### src/rtl/pi_time_pkg.sv
package pi_time_pkg;
  typedef struct packed {
    logic load;   // take the reference verbatim
    logic slew;   // update proportional and integral terms
  } tk_strobe_t;
endpackage

### src/rtl/pi_time_ctl.sv
module pi_time_ctl
  import pi_time_pkg::*;
#(
  parameter int SEC_W = 32,
  parameter int NS_W  = 30
) (
  input  logic             clk,
  input  logic             rst_n,
  input  logic             refValid,
  input  logic [SEC_W-1:0] refSec,
  input  logic [NS_W-1:0]  refNs,
  input  logic             overLimit,
  output tk_strobe_t       stb
);
  logic             haveRef;
  logic [SEC_W-1:0] lastSec;
  logic [NS_W-1:0]  lastNs;
  logic             fresh;

  always_comb begin
    fresh    = refValid && (!haveRef || refSec != lastSec || refNs != lastNs);
    stb.load = fresh && (!haveRef || overLimit);
    stb.slew = fresh && haveRef && !overLimit;
  end

  always_ff @(posedge clk or negedge rst_n) begin
    if (!rst_n) begin
      haveRef <= 1'b0;
      lastSec <= '0;
      lastNs  <= '0;
    end else if (fresh) begin
      haveRef <= 1'b1;
      lastSec <= refSec;
      lastNs  <= refNs;
    end
  end
endmodule

### src/rtl/pi_time_dp.sv
module pi_time_dp
  import pi_time_pkg::*;
#(
  parameter int SEC_W    = 32,
  parameter int NS_W     = 30,
  parameter int FS_W     = 21,
  parameter int STEP_NS  = 25,
  parameter int KP_W     = 12,
  parameter int KP_FRAC  = 2,
  parameter int CORR_W   = 18,
  parameter int LIMIT_NS = 1000
) (
  input  logic                   clk,
  input  logic                   rst_n,
  input  tk_strobe_t             stb,
  input  logic [SEC_W-1:0]       refSec,
  input  logic [NS_W-1:0]        refNs,
  input  logic [KP_W-1:0]        kpGain,
  output logic                   overLimit,
  output logic [SEC_W-1:0]       timeSec,
  output logic [NS_W-1:0]        timeNs,
  output logic signed [FS_W-1:0] timeFs
);
  localparam int ERR_W  = $clog2(LIMIT_NS + 1) + 1;
  localparam int DIFF_W = NS_W + 3;
  localparam int PROD_W = KP_W + ERR_W + 1;
  localparam int WIDE   = ((PROD_W > CORR_W + 1) ? PROD_W : CORR_W + 1) + 1;
  localparam logic signed [DIFF_W-1:0] SEC_NS = DIFF_W'(1_000_000_000);
  localparam logic signed [DIFF_W-1:0] LIM_D  = DIFF_W'(LIMIT_NS);
  localparam logic signed [ERR_W-1:0]  LIM_E  = ERR_W'(LIMIT_NS);
  localparam logic signed [WIDE-1:0]   CMAX   = WIDE'((1 << (CORR_W - 1)) - 1);
  localparam logic signed [WIDE-1:0]   CMIN   = -CMAX;
  localparam logic signed [FS_W:0]     FS_ONE = (FS_W + 1)'(1_000_000);
  localparam logic [NS_W:0]            NS_WRAP = (NS_W + 1)'(1_000_000_000);
  localparam logic [NS_W:0]            NS_STEP = (NS_W + 1)'(STEP_NS);

  function automatic logic signed [CORR_W-1:0] clipCorr(input logic signed [WIDE-1:0] v);
    if (v > CMAX)      return CMAX[CORR_W-1:0];
    else if (v < CMIN) return CMIN[CORR_W-1:0];
    else               return v[CORR_W-1:0];
  endfunction

  logic signed [SEC_W:0]    secDiff;
  logic signed [DIFF_W-1:0] nsDiff, errNs;
  logic                     secNear;
  logic signed [ERR_W-1:0]  errSat;
  logic signed [PROD_W-1:0] prod;
  logic signed [WIDE-1:0]   pWide, iWide, cWide;
  logic signed [CORR_W-1:0] pReg, integ, pNext, iNext, corr;
  logic signed [FS_W:0]     fsSum;
  logic signed [FS_W-1:0]   fsNext;
  logic [NS_W:0]            nsInc, nsSum;
  logic [NS_W-1:0]          nsNext;
  logic [SEC_W-1:0]         secNext;

  // error formation: only a one-second window is resolved exactly
  always_comb begin
    secDiff = $signed({1'b0, refSec}) - $signed({1'b0, timeSec});
    nsDiff  = $signed({3'b000, refNs}) - $signed({3'b000, timeNs});
    secNear = 1'b1;
    errNs   = nsDiff;
    if (secDiff == 1)       errNs = nsDiff + SEC_NS;
    else if (secDiff == -1) errNs = nsDiff - SEC_NS;
    else if (secDiff != 0)  secNear = 1'b0;
    overLimit = !secNear || (errNs > LIM_D) || (errNs < -LIM_D);
    if (errNs > LIM_D)       errSat = LIM_E;
    else if (errNs < -LIM_D) errSat = -LIM_E;
    else                     errSat = errNs[ERR_W-1:0];
  end

  // loop filter terms
  always_comb begin
    prod  = $signed({1'b0, kpGain}) * errSat;
    pWide = WIDE'(prod >>> KP_FRAC);
    pNext = clipCorr(pWide);
    if (errSat > 0)      iWide = WIDE'(integ) + WIDE'(1);
    else if (errSat < 0) iWide = WIDE'(integ) - WIDE'(1);
    else                 iWide = WIDE'(integ);
    iNext = clipCorr(iWide);
    cWide = WIDE'(pReg) + WIDE'(integ);
    corr  = clipCorr(cWide);
  end

  // femtosecond remainder and nanosecond/second advance
  always_comb begin
    fsSum = (FS_W + 1)'(timeFs) + (FS_W + 1)'(corr);
    if (fsSum >= FS_ONE) begin
      fsNext = FS_W'(fsSum - FS_ONE);
      nsInc  = NS_STEP + 1'b1;
    end else if (fsSum <= -FS_ONE) begin
      fsNext = FS_W'(fsSum + FS_ONE);
      nsInc  = NS_STEP - 1'b1;
    end else begin
      fsNext = FS_W'(fsSum);
      nsInc  = NS_STEP;
    end
    nsSum = {1'b0, timeNs} + nsInc;
    if (nsSum >= NS_WRAP) begin
      nsNext  = NS_W'(nsSum - NS_WRAP);
      secNext = timeSec + SEC_W'(1);
    end else begin
      nsNext  = nsSum[NS_W-1:0];
      secNext = timeSec;
    end
  end

  always_ff @(posedge clk or negedge rst_n) begin
    if (!rst_n) begin
      timeSec <= '0;
      timeNs  <= '0;
      timeFs  <= '0;
      pReg    <= '0;
      integ   <= '0;
    end else if (stb.load) begin
      timeSec <= refSec;
      timeNs  <= refNs;
      timeFs  <= '0;
      pReg    <= '0;
      integ   <= '0;
    end else begin
      timeSec <= secNext;
      timeNs  <= nsNext;
      timeFs  <= fsNext;
      if (stb.slew) begin
        pReg  <= pNext;
        integ <= iNext;
      end
    end
  end
endmodule

### src/rtl/pi_time_keeper.sv
module pi_time_keeper
  import pi_time_pkg::*;
#(
  parameter int SEC_W    = 32,
  parameter int NS_W     = 30,
  parameter int FS_W     = 21,
  parameter int STEP_NS  = 25,
  parameter int KP_W     = 12,
  parameter int KP_FRAC  = 2,
  parameter int CORR_W   = 18,
  parameter int LIMIT_NS = 1000
) (
  input  logic                   clk,
  input  logic                   rst_n,
  input  logic                   refValid,
  input  logic [SEC_W-1:0]       refSec,
  input  logic [NS_W-1:0]        refNs,
  input  logic [KP_W-1:0]        kpGain,
  output logic [SEC_W-1:0]       timeSec,
  output logic [NS_W-1:0]        timeNs,
  output logic signed [FS_W-1:0] timeFs
);
  tk_strobe_t ctlStb;
  logic       overLimit;

  pi_time_ctl #(.SEC_W(SEC_W), .NS_W(NS_W)) u_ctl (
    .clk(clk), .rst_n(rst_n), .refValid(refValid), .refSec(refSec),
    .refNs(refNs), .overLimit(overLimit), .stb(ctlStb)
  );

  pi_time_dp #(
    .SEC_W(SEC_W), .NS_W(NS_W), .FS_W(FS_W), .STEP_NS(STEP_NS), .KP_W(KP_W),
    .KP_FRAC(KP_FRAC), .CORR_W(CORR_W), .LIMIT_NS(LIMIT_NS)
  ) u_dp (
    .clk(clk), .rst_n(rst_n), .stb(ctlStb), .refSec(refSec), .refNs(refNs),
    .kpGain(kpGain), .overLimit(overLimit), .timeSec(timeSec),
    .timeNs(timeNs), .timeFs(timeFs)
  );
endmodule

### config.mk
export PLATFORM = sky130hd
export DESIGN_NAME = pi_time_keeper
export DESIGN_NICKNAME = d
export VERILOG_FILES = /design/src/rtl/pi_time_pkg.sv /design/src/rtl/pi_time_ctl.sv /design/src/rtl/pi_time_dp.sv /design/src/rtl/pi_time_keeper.sv
export SDC_FILE = /design/constraint.sdc
export NUM_CORES = 1
export LEC_CHECK = 0
export CAP_MARGIN = 20
export CELL_PAD_IN_SITES_DETAIL_PLACEMENT = 1
export CELL_PAD_IN_SITES_GLOBAL_PLACEMENT = 1
export CORE_MARGIN = 1.5
export CORE_UTILIZATION = 45
export DETAILED_ROUTE_END_ITERATION = 6
export DONT_BUFFER_PORTS = 1
export GPL_TIMING_DRIVEN = 0
export PLACE_DENSITY_LB_ADDON = 0.12
export SLEW_MARGIN = 40
export SYNTH_ARGS = -nofsm -noshare
export SYNTH_HDL_FRONTEND = slang
export SYNTH_SLANG_ARGS = --single-unit
### constraint.sdc
create_clock -name clk -period 13 [get_ports clk]
set_input_delay 2.6 -clock clk [delete_from_list [all_inputs] [get_ports clk]]
set_output_delay 2.6 -clock clk [all_outputs]
set_load 0.01 [all_outputs]
# After elaboration in Yosys (flattened, before gate mapping)
# Index checks and enable logic that the tools add are counted.
[op_classes]
add_sub_neg = 13
n_mul = 1
n_lt_le_gt_ge = 13
eq_ne = 4
n_mux = 28
n_reduce_logical = 15
[op_table]
columns = ["op", "count"]
rows = [
  ["$mux 18", 10],
  ["$mux 33", 2],
  ["$mux 32", 2],
  ["$mux 21", 3],
  ["$mux 30", 2],
  ["$gt 25x18->1 const B", 2],
  ["$lt 25x18->1 const B", 2],
  ["$mux 25", 2],
  ["$add 33x31->33 const B", 1],
  ["$eq 33x1->1 const B", 1],
  ["$eq 33x2->1 const B", 1],
  ["$gt 33x11->1 const B", 1],
  ["$lt 33x11->1 const B", 1],
  ["$reduce_bool 33->1", 1],
  ["$sub 32x32->33", 1],
  ["$sub 33x31->33 const B", 1],
  ["$add 32x1->32 const B", 1],
  ["$ne 32x32->1", 1],
  ["$add 30x31->31", 1],
  ["$ge 31x30->1 const B", 1],
  ["$mux 31", 1],
  ["$sub 30x30->31", 1],
  ["$ne 30x30->1", 1],
  ["$sub 30x30->30 const B", 1],
  ["other kinds (19)", 33],
]
[word_totals]
register_bits = 182
in_bits = 77
output_inout_bits = 83
word_cells = 82

# Logic depth before layout (Yosys ltp)
# Gate-level depths: netlist (run 1).
[depth]
ltp_word = 15
depth_mapped = 66
mapped_depth_nobuf = 63

# Hierarchy
# A second synthesis (run 1) with hierarchy kept.
[hier_totals]
cells_unflattened = 2932
hier_area_um2 = 23826.6
[modules_own_cells]
columns = ["mod", "n_inst", "cells_each", "area_per_inst_um2", "seq_area_each_um2"]
rows = [
  ["pi_time_dp", 1, 2685, 20728.6, 2977.9],
  ["pi_time_ctl", 1, 247, 3098.0, 1576.5],
]

# Least setup slack after synthesis (run 1)
# No wires, ideal clock.
[synth_timing]
kind = "in2reg"
from = "input port refNs[0]"
to = "register u_dp.pReg[4]"
setup_ps = 96
t_arrival_ps = 13768
required_ps = 12904
slack_ps = -864
path_stages = 57
cell_sequence = "inv_1 ha_1 inv_1 fa_1 a211oi_1 o211ai_1 a41oi_1 xor2_1 inv_1 ha_1 nand2b_1 nor2_1 a31o_2 a311oi_1 a311oi_1 o2111a_1 o21ai_1 a2111oi_0 [21 not listed] nor2_1 o21bai_1 a21oi_1 o21bai_1 a21oi_1 o21bai_1 a21oi_1 o21bai_1 a21oi_1 o21bai_1 a21oi_1 o21bai_1 a21oi_1 xor2_1 o41ai_1 clkbuf_1 a21oi_1 o31ai_1"
[synth_between]
elab_chain_cells = 13
word_cells_on_any_way = 27
cone_classes = "add/sub: 3; mul: 1; order compare: 4; eq/ne: 1; mux: 8; reduce/logical: 10"
[synth_lines]
columns = ["element", "line_no", "source"]
rows = [
  ["from (decl)", "pi_time_keeper.sv:17", "input logic [NS_W-1:0] refNs,"],
  ["$sub 30x30->31", "pi_time_dp.sv:59", "nsDiff = $signed({3'b000, refNs}) - $signed({3'b000, timeNs});"],
  ["$sub 33x31->33", "pi_time_dp.sv:63", "else if (secDiff == -1) errNs = nsDiff - SEC_NS;"],
  ["$mux 33", "pi_time_dp.sv:63", ""],
  ["$mux 33", "pi_time_dp.sv:62", "if (secDiff == 1) errNs = nsDiff + SEC_NS;"],
  ["$lt 33x11->1", "pi_time_dp.sv:65, pi_time_dp.sv:67", ""],
  ["$mux 11", "pi_time_dp.sv:67", "else if (errNs < -LIM_D) errSat = -LIM_E;"],
  ["$mux 11", "pi_time_dp.sv:66", "if (errNs > LIM_D) errSat = LIM_E;"],
  ["$mul 13x11->24", "pi_time_dp.sv:73", "prod = $signed({1'b0, kpGain}) * errSat;"],
  ["$lt 22x18->1", "pi_time_dp.sv:39", "else if (v < CMIN) return CMIN[CORR_W-1:0];"],
  ["$mux 18", "pi_time_dp.sv:39", ""],
  ["$mux 18", "pi_time_dp.sv:38", "if (v > CMAX) return CMAX[CORR_W-1:0];"],
  ["$mux 18", "pi_time_dp.sv:124", "if (stb.slew) begin"],
  ["$mux 18", "pi_time_dp.sv:114", "end else if (stb.load) begin"],
  ["to (signal assigned)", "pi_time_dp.sv:125", "pReg <= pNext;"],
  ["to (decl)", "pi_time_dp.sv:49", "logic signed [CORR_W-1:0] pReg, integ, pNext, iNext, corr;"],
]
# Several ways; a longest one is shown, not always the timed one. The select of a mux whose other input is x is not followed.
# A chain may end at the register's enable or synchronous reset.

# Final worst setup path (run 1)
[layout_timing]
from = "input port refNs[0]"
to = "register u_dp.pReg[8]"
# Same word-level chain as after synthesis.

==> results of run 1 <==
[cell usage after synthesis (all sizes together) (9+ instances only)]
cell type / number
inv: 289
nand2: 285
nor2: 196
o21ai: 191
a21oi: 184
ha: 184
dfrtp: 182
xnor2: 161
fa: 95
clkbuf: 90
nand3: 80
nor3: 80
xor2: 74
nor2b: 64
nand4: 49
and2: 48
nand2b: 48
nor4: 41
mux2: 38
o22ai: 37
o21bai: 36
a21o: 34
or3: 32
o21a: 30
o31ai: 30
buf: 26
o211ai: 25
and3: 23
or2: 23
a211oi: 20
a31oi: 17
or4: 14
o2bb2ai: 12
a21boi: 11
mux2i: 11
a221oi: 10
o2111ai: 10
a211o: 9
and4: 9
nor3b: 9
[logic make-up (layout without fill, tap and decap cells)]
group / Yosys count / after routing
xor+xnor: 235 / 235
mux: 49 / 49
simple gates: 1030 / 1030
compound gates: 750 / 750
flops: 182 / 182
fa+ha+maj: 285 / 285
buf+inv: 406 / 522
[cell type report]
cell class	count	area, µm²
Buffer	101	541
Clock buffer	17	425
Clock inverter	15	166
Fill cell	6065	23300
Inverter	290	1100
Multi-Input combinational cell	2349	18600
Sequential cell	182	4560
Tap cell	672	841
Timing Repair Buffer	99	776
[per-layer routing]
metal  routed length (µm)  global-route usage  up-vias
li1                     -                   -    10600
met2                45100               0.579      591
met1                38700               0.426    11700
met3                 4490              0.0543      159
met5                    0                   0        -
met4                 3500               0.125        0
[sequential cells by signal (all words and copies together), names as in the netlist]
| register | flops |
|---|---|
| u_dp.integ | 18 |
| u_ctl.lastSec | 32 |
| u_dp.timeSec | 32 |
| u_dp.timeFs | 21 |
| u_dp.pReg | 18 |
| u_ctl.lastNs | 30 |
| u_dp.timeNs | 30 |
| u_ctl.haveRef | 1 |
[power by group through the flow]
stage | combinational (mW) | sequential (mW) | clock [mW]
3_5_place_dp | 3.70 | 0.736 | 0
3_3_place_gp | 3.54 | 0.733 | 0
2_1_floorplan | 2.76 | 0.703 | 0
6_report | 4.99 | 0.728 | 0.554
4_1_cts | 4.32 | 0.727 | 0.566
5_1_grt | 5.39 | 0.735 | 0.582
[how the worst max path moves through the flow]
| stage | startpoint | end | slack (ns) |
|---|---|---|---|
| 2_1_floorplan | refNs[0] | u_dp.pReg[7] | 0.003 |
| 3_3_place_gp | refSec[0] | u_dp.pReg[0] | -2.54 |
| 3_5_place_dp | refNs[0] | u_dp.pReg[0] | -2.56 |
| 4_1_cts | refNs[0] | u_dp.pReg[4] | -0.24 |
| 5_1_grt | refNs[0] | u_dp.pReg[4] | -0.55 |
| 6_report | refNs[0] | u_dp.pReg[8] | -0.16 |
[worst reg2reg max path, delay by kind of cell (launching register included)]
kind | cells | cell delay [ns]
AO/OA/AOI/OAI | 33 | 5.96
AND/OR/NAND/NOR | 15 | 3.06
adder cells (fa/ha/maj) | 6 | 1.95
flip-flops | 1 | 0.48
XOR/XNOR | 3 | 0.42
multiplexers | 1 | 0.38
[repair_timing]
item,CTS,global route
resized for setup,199,158
endpoints found under the setup margin,71,69
pin swaps,94,111
setup buffers,55,42
gates cloned,1,0
hold buffers,0,0
==> impl_metrics.ini, run 1 <==
[yosys]
synth_ff_type = dfrtp_1
synth_compound_gate_area_share = 0.212
synthTopCellsByArea = dfrtp_1 (20%), ha_1 (10%), fa_1 (8.2%)
synth.distinct_cells = 100
synth_warnings = 0
synth-xor-area-share = 0.0894
synth_mux_area_frac = 0.0233
synth_top_family_by_area = simple AND/OR/NAND/NOR gates
async_reset_ff_frac = 1.00
synth_nets = 3293
synth_edf_count = 0
synth_fa_ha_area_frac = 0.185
synthCells = 2937
ys_ff_latch = 182
synth_area_mm2 = 0.0231
ys_seq_area_frac = 0.197
yosys.area.top_type_share = 0.197
synth_simple_gate_area_frac = 0.226
syn_area_per_cell_um2 = 7.87
synth.largest_area_cell = dfrtp_1

[critical_path]
critPathArrivalTime_ns = 13.56
endpoint_kind = flop
critPathKind = in -> reg
slowest_stage = fa_1
cp_max_fo = 7
start_kind = primary input
r2r_cells = 58
path_buf_inv = 12
reg2reg_to = u_dp.timeSec[26]
required_ns = 13.40
cp_common_cell = inv_2
worstReg2RegStart = u_dp.integ[0]
reg2reg_slack_ns = 0.61
cpLargestDelayFamily = compound AO/OA/AOI/OAI gates
cp_num_cells = 58
worst_path_largest_cell_delay_ns = 0.56

[power]
switching_share = 0.526
power_frac_seq = 0.116
power.leakage_nw = 11.6
p_total_mw = 6.27
p_per_area_mw_per_mm2 = 232
ir_worst_vdd_v = 0.000408
combPwrFrac = 0.796
p_int_mw = 2.97
p_sw_mw = 3.30
pwr-share-clk = 0.088

[final_layout]
diodes = 0
final_common_cell = nand2_1
area_growth_pct = 17.0
final_util = 0.537
nets = 3396
mostFrequentLayoutCells = nand2_1 (276), inv_1 (270), dfrtp_1 (180)
final_area_mm2 = 0.0270
drive_gt1_frac = 0.168
final_cell_count_no_fill = 3725

[min_path]
min_path_cells = 2
hp-start = u_dp.pReg[0]
hold-path-endpoint = u_dp.pReg[0]
min-delay-path-class = reg -> reg

[outcome]
status = complete, but fails checks
violations = setup timing

[sta]
final.min_clock_period_ns = 13.16
worstMarginPinSlew_ns = 0.879
finClkSkew_ns = 0.0211
rsz0062_at_grt = yes
setup_violations = 15
finalWorstSetupSlack_ns = -0.161
finalMaxSlewViolations = 0
max_slew_margin = 0.414
period_share = 1.01
fmax_ghz = 0.0760
final-hold-violation-count = 0
holdWs_ns = 0.490
tns_ns = -1.69

[routing]
num_vias = 23100
wl_per_cell_um = 24.6
vias_per_cell = 6.19
ant_nets = 0
drt-initial-drc-count = 1320
routed_wl_mm = 91.8
firstDrtPassIters = 5
drc = 0

[cts]
numCtsBuffers = 17
cts_tree = yes
clk_pin_slew_worst_paths_ns = 0.08
clk_path_buf_depth = 2
htreeDepth = 4
insertion_delay_ns = 0.52
root_buffer = clkbuf_16
cts.sink_count = 182

[global_routing]
grt_pass1_vias = 24100
grt_pass1_wl_mm = 139
grt_usage = 0.338
antenna_found_initial = 0
grt_max_degree = 183
overflow = 0

[placement]
pre_cts_ws_ns = -2.56
io_buffers = 0
gp_congestion = 0.958
hpwl_mm = 71.4
dp_cells = 3610
place_area_mm2 = 0.0241

[floorplanning]
initial_core_util = 0.459
core.rowCount = 82
core_area_mm2 = 0.0504
fp.dieH_um = 230
die-area_mm2 = 0.0527
die_w_um = 230
io_pins = 160

[run]
drv_cap = 0
(Power assumes the default switching activity.)
==> run 2, diff against run 1 <==
--- a/config.mk
+++ b/config.mk
@@ -6,8 +6,6 @@
 export NUM_CORES = 1
 export LEC_CHECK = 0
 export CAP_MARGIN = 20
-export CELL_PAD_IN_SITES_DETAIL_PLACEMENT = 1
-export CELL_PAD_IN_SITES_GLOBAL_PLACEMENT = 1
 export CORE_MARGIN = 1.5
 export CORE_UTILIZATION = 45
 export DETAILED_ROUTE_END_ITERATION = 6
==> impl_metrics.ini, run 2 (synthesis results as in run 1) <==
[final_layout]
drive_gt1_frac = 0.151
area_growth_pct = 16.3
final_util = 0.533
mostFrequentLayoutCells = inv_1 (275), nand2_1 (274), dfrtp_1 (180)
top_regs = u_ctl.lastSec (32), u_dp.timeSec (32)
final_area_mm2 = 0.0269
final_common_cell = inv_1
nets = 3403

[floorplanning]
initial_core_util = 0.459
die_w_um = 230
core.rowCount = 82
fp.dieH_um = 230
io_pins = 160
die-area_mm2 = 0.0527
core_area_mm2 = 0.0504

[sta]
holdWs_ns = 0.485
worstMarginPinSlew_ns = 0.878
final.min_clock_period_ns = 12.99
finClkSkew_ns = 0.0121
final-hold-violation-count = 0
max_slew_margin = 0.410
rsz0062_at_grt = yes
fmax_ghz = 0.0770
period_share = 0.999
finalMaxSlewViolations = 0
setup_violations = 0

[placement]
io_buffers = 0
gp_congestion = 0.955
hpwl_mm = 64.6
place_area_mm2 = 0.0241

[routing]
drt-initial-drc-count = 1885
ant_nets = 0
vias_per_cell = 5.99
routed_wl_mm = 82.3
num_vias = 22300
firstDrtPassIters = 6
wl_per_cell_um = 22.1
drc = 0

[run]
drv_cap = 0

[critical_path]
start_kind = primary input
slowest_stage = or4b_1
required_ns = 13.40
cp_max_fo = 9
critPathArrivalTime_ns = 13.39
cp_common_cell = fa_1
endpoint_kind = flop
critPathKind = in -> reg
worst_path_largest_cell_delay_ns = 0.56

[power]
p_total_mw = 6.19
p_per_area_mw_per_mm2 = 231
power.leakage_nw = 11.6
ir_worst_vdd_v = 0.000489

[outcome]
status = complete, no violations

[cts]
cts_tree = yes
insertion_delay_ns = 0.50
numCtsBuffers = 17
htreeDepth = 4
root_buffer = clkbuf_16
clk_pin_slew_worst_paths_ns = 0.07
cts.sink_count = 182
clk_path_buf_depth = 2
postCtsHoldBufs = 0

[global_routing]
grt_usage = 0.306
grt_pass1_wl_mm = 125
grt_pass1_vias = 21500
grt_max_degree = 183
antenna_found_initial = 0
overflow = 0

[min_path]
min-delay-path-class = reg -> reg
-- run 2: cell types whose count changed in the layout (fill, tap and decap cells not counted), sizes merged, moves of 3 or more --
cell,change
bufinv,+3
clkinv,-3
clkbuf,+11
inv,-5
-- run 2: cell type report --
type | instances | area (µm²)
inverter | 290 | 1090
multi-input combinational | 2349 | 18400
buffer | 110 | 583
timing repair buffer | 97 | 792
fill | 4803 | 23500
clock buffer | 21 | 450
antenna | 1 | 2.50
clock inverter | 11 | 170
sequential | 182 | 4560
tap | 672 | 841
-- run 2: where the power goes --
part	total, mW	internal (mW)	switching (mW)
clock	0.586	0.327	0.259
combinational	4.88	2.13	2.75
sequential	0.723	0.628	0.0950
total	6.19	3.08	3.11
-- run 2: what timing repair did --
item                                   in CTS  in global routing
resized for setup                         173                136
setup buffers                              43                 51
setup endpoints to repair                  69                 68
endpoints found under the hold margin       0                  0
gates cloned                                2                  1
pin swaps                                  89                107
-- run 2: worst max-delay path, delay by kind of cell --
kind / cells / cell delay (ns)
and+or+nand+nor: 11 / 2.52
AOI/OAI and AO/OA: 17 / 3.12
xor gates and xnor gates: 3 / 0.67
adders and majority gates: 8 / 3.40
buffers and inverters: 10 / 1.10
-- run 2: worst paths after layout --
path / startpoint / end / slack, ns / cells after the start
worst max-delay path: refSec[0] / u_dp.pReg[8] / 0.007 / 49
worst min-delay path: u_dp.pReg[0] / u_dp.pReg[0] / 0.49 / 2
worst max register to register: u_dp.integ[0] / u_dp.timeSec[26] / 0.53 / 58
worst min register to register: u_dp.pReg[0] / u_dp.pReg[0] / 0.49 / 2
max in group asynchronous: rst_n / u_dp.timeNs[6] / 10.82 / 0
min in group asynchronous: rst_n / u_dp.timeFs[11] / 1.79 / 0
-- run 2: metrics by stage --
step                      instances  setup slack [ns]  setup TNS, ns
after CTS                      3682            -0.195          -2.31
after global placement         3609             -2.80        -106.35
after floorplan                2937           0.00280              0
after detailed placement       3610             -2.69        -109.91
final                          3733           0.00707              0
after global routing           3732            -0.451          -6.94
-- run 2: layer usage --
metal / vias up / global-route usage / wire [µm]
met5: - / 0 / 0
met4: 0 / 0.125 / 3330
met3: 133 / 0.0625 / 5320
met2: 704 / 0.495 / 38400
met1: 10900 / 0.398 / 35300
li1: 10600 / - / -
==> run 3, diff against run 2 <==
--- a/config.mk
+++ b/config.mk
@@ -5,12 +5,12 @@
 export SDC_FILE = /design/constraint.sdc
 export NUM_CORES = 1
 export LEC_CHECK = 0
+export ABC_AREA = 1
 export CAP_MARGIN = 20
 export CORE_MARGIN = 1.5
 export CORE_UTILIZATION = 45
 export DETAILED_ROUTE_END_ITERATION = 6
 export DONT_BUFFER_PORTS = 1
-export GPL_TIMING_DRIVEN = 0
 export PLACE_DENSITY_LB_ADDON = 0.12
 export SLEW_MARGIN = 40
 export SYNTH_ARGS = -nofsm -noshare
==> impl_metrics.ini, run 3 <==
[final_layout]
final_cell_count_no_fill = 4834
final_common_cell = nand2_1
top_regs = u_ctl.lastSec (32), u_dp.timeSec (32)
drive_gt1_frac = 0.0502
nets = 4428
area_growth_pct = 7.37
mostFrequentLayoutCells = nand2_1 (1270), inv_1 (705), nor2_1 (372)

[critical_path]
slowest_stage = fa_1
critPathArrivalTime_ns = 12.52
reg2reg_slack_ns = 1.28
r2r_cells = 68
endpoint_kind = flop
crit_end = u_dp.pReg[4]
cpLargestDelayFamily = adder cells
reg2reg_to = u_dp.timeSec[9]
start_kind = primary input
path_buf_inv = 13
critPathKind = in -> reg
crit_path_start = refNs[0]
cp_common_cell = nand2_1
cp_num_cells = 64
required_ns = 13.37
worst_path_largest_cell_delay_ns = 0.54
cp_max_fo = 13
worstReg2RegStart = u_dp.integ[2]

[sta]
finalMaxSlewViolations = 0
final.min_clock_period_ns = 12.15
final-hold-violation-count = 0
setup_violations = 0
max_slew_margin = 0.415
fmax_ghz = 0.0823
period_share = 0.934
worstMarginPinSlew_ns = 0.876
finalWorstSetupSlack_ns = 0.855
finClkSkew_ns = 0.0218
holdWs_ns = 0.498

[placement]
hpwl_mm = 73.8
io_buffers = 0
dp_cells = 4793
pre_cts_ws_ns = 0.164
gp_congestion = 1.01

[yosys]
synth.most_common_cell = nand2_1
ys_seq_area_frac = 0.181
ys_ff_latch = 182
yosys-top-cells-count = nand2_1 (1272), inv_1 (706), nor2_1 (376)
synth_edf_count = 0
synth.distinct_cells = 59
synth_area_mm2 = 0.0252
async_reset_ff_frac = 1.00
synth.largest_area_cell = nand2_1
yosys.area.top_type_share = 0.190
synth_ff_type = dfrtp_1
synthCells = 4061
synth_nets = 4417
synth_warnings = 0
syn_area_per_cell_um2 = 6.20
synthTopCellsByArea = nand2_1 (19%), dfrtp_1 (18%), inv_1 (11%)

[cts]
insertion_delay_ns = 0.47
cts.sink_count = 182
root_buffer = clkbuf_16
cts_tree = yes
clk_path_buf_depth = 2
clk_pin_slew_worst_paths_ns = 0.08
postCtsHoldBufs = 0
numCtsBuffers = 17
htreeDepth = 4

[routing]
drc = 0
highest_layer = met5
wl_per_cell_um = 18.3
firstDrtPassIters = 6
wl_met3_mm = 7.07
drt-met1-wl_mm = 41.3
drt-initial-drc-count = 2358
routed_wl_mm = 88.5
vias_per_cell = 5.33
ant_nets = 0
wl_met2_mm = 37.5
num_vias = 25800

[floorplanning]
io_pins = 160
die_w_um = 239
die-area_mm2 = 0.0574
core.rowCount = 86
initial_core_util = 0.456
fp.dieH_um = 239
core_area_mm2 = 0.0552

[global_routing]
grt_pass1_vias = 23800
antenna_found_initial = 4
grt_usage = 0.309
grt_pass1_wl_mm = 136
overflow = 0
grt_max_degree = 183

[power]
power.leakage_nw = 14.7
ir_worst_vdd_v = 0.000592
p_total_mw = 6.81
p_per_area_mw_per_mm2 = 252

[outcome]
status = complete, no violations

[run]
drv_cap = 0

[min_path]
min-delay-path-class = reg -> reg
hp-start = u_dp.pReg[17]
run 3: timing repair:
| action | in CTS | in global routing |
|---|---|---|
| buffers inserted | 0 | 6 |
| resized for setup | 0 | 18 |
| setup endpoints to repair | 0 | 61 |
| endpoints found under the hold margin | 0 | 0 |
run 3: logic make-up after synthesis:
kind of cell,share of synthesized area
buffers and inverters,0.121
DFF,0.181
adders and majority gates,0.167
and+or+nand+nor,0.371
AOI/OAI and AO/OA,0.0966
xor gates and xnor gates,0.0633
run 3: metrics by stage:
step / TNS, ns / util / cell area [µm²]
after floorplan: 0 / - / 25200
final: 0 / 0.490 / 27000
after global routing: -0.00316 / 0.489 / 27000
after detailed placement: 0 / 0.476 / 26300
after global placement: 0 / 0.476 / 26300
after CTS: 0 / 0.487 / 26900
run 3: layout make-up:
class                   count  area (µm²)
multi-input cells        3079       17600
diodes                      1        2.50
repair inverters            2        15.0
fillers                  5851       28200
clock inverters            15         190
well taps                 748         936
clock buffers              17         425
repair buffers             65         533
inverters                 725        2730
flip-flops and latches    182        4550
run 3: routing by layer:
| metal | up-vias | GRT usage |
|---|---|---|
| li1 | 12800 | - |
| met2 | 833 | 0.470 |
| met3 | 148 | 0.0621 |
| met5 | - | 0 |
| met1 | 12000 | 0.438 |
| met4 | 4 | 0.0928 |
run 3: worst min path at each step:
stage                      endpoint  depth (start not counted)
detailed placement    u_dp.pReg[17]                          2
CTS                   u_dp.pReg[17]                          2
global route          u_dp.pReg[11]                          2
finish                u_dp.pReg[17]                          2
global placement      u_dp.pReg[17]                          2
floorplan           u_ctl.lastNs[9]                          2
run 3: power breakdown:
part	total (mW)	leakage [nW]	internal [mW]	switching [mW]
clock network	0.554	0.297	0.266	0.288
registers	0.767	2.27	0.639	0.128
logic	5.49	12.2	2.09	3.40
total	6.81	14.7	2.99	3.81
run 3: worst min-delay path, delay by kind of cell (launching register included):
family | cells | cell delay, ns
AOI/OAI and AO/OA | 1 | 0.06
DFF | 1 | 0.35
and+or+nand+nor | 1 | 0.06
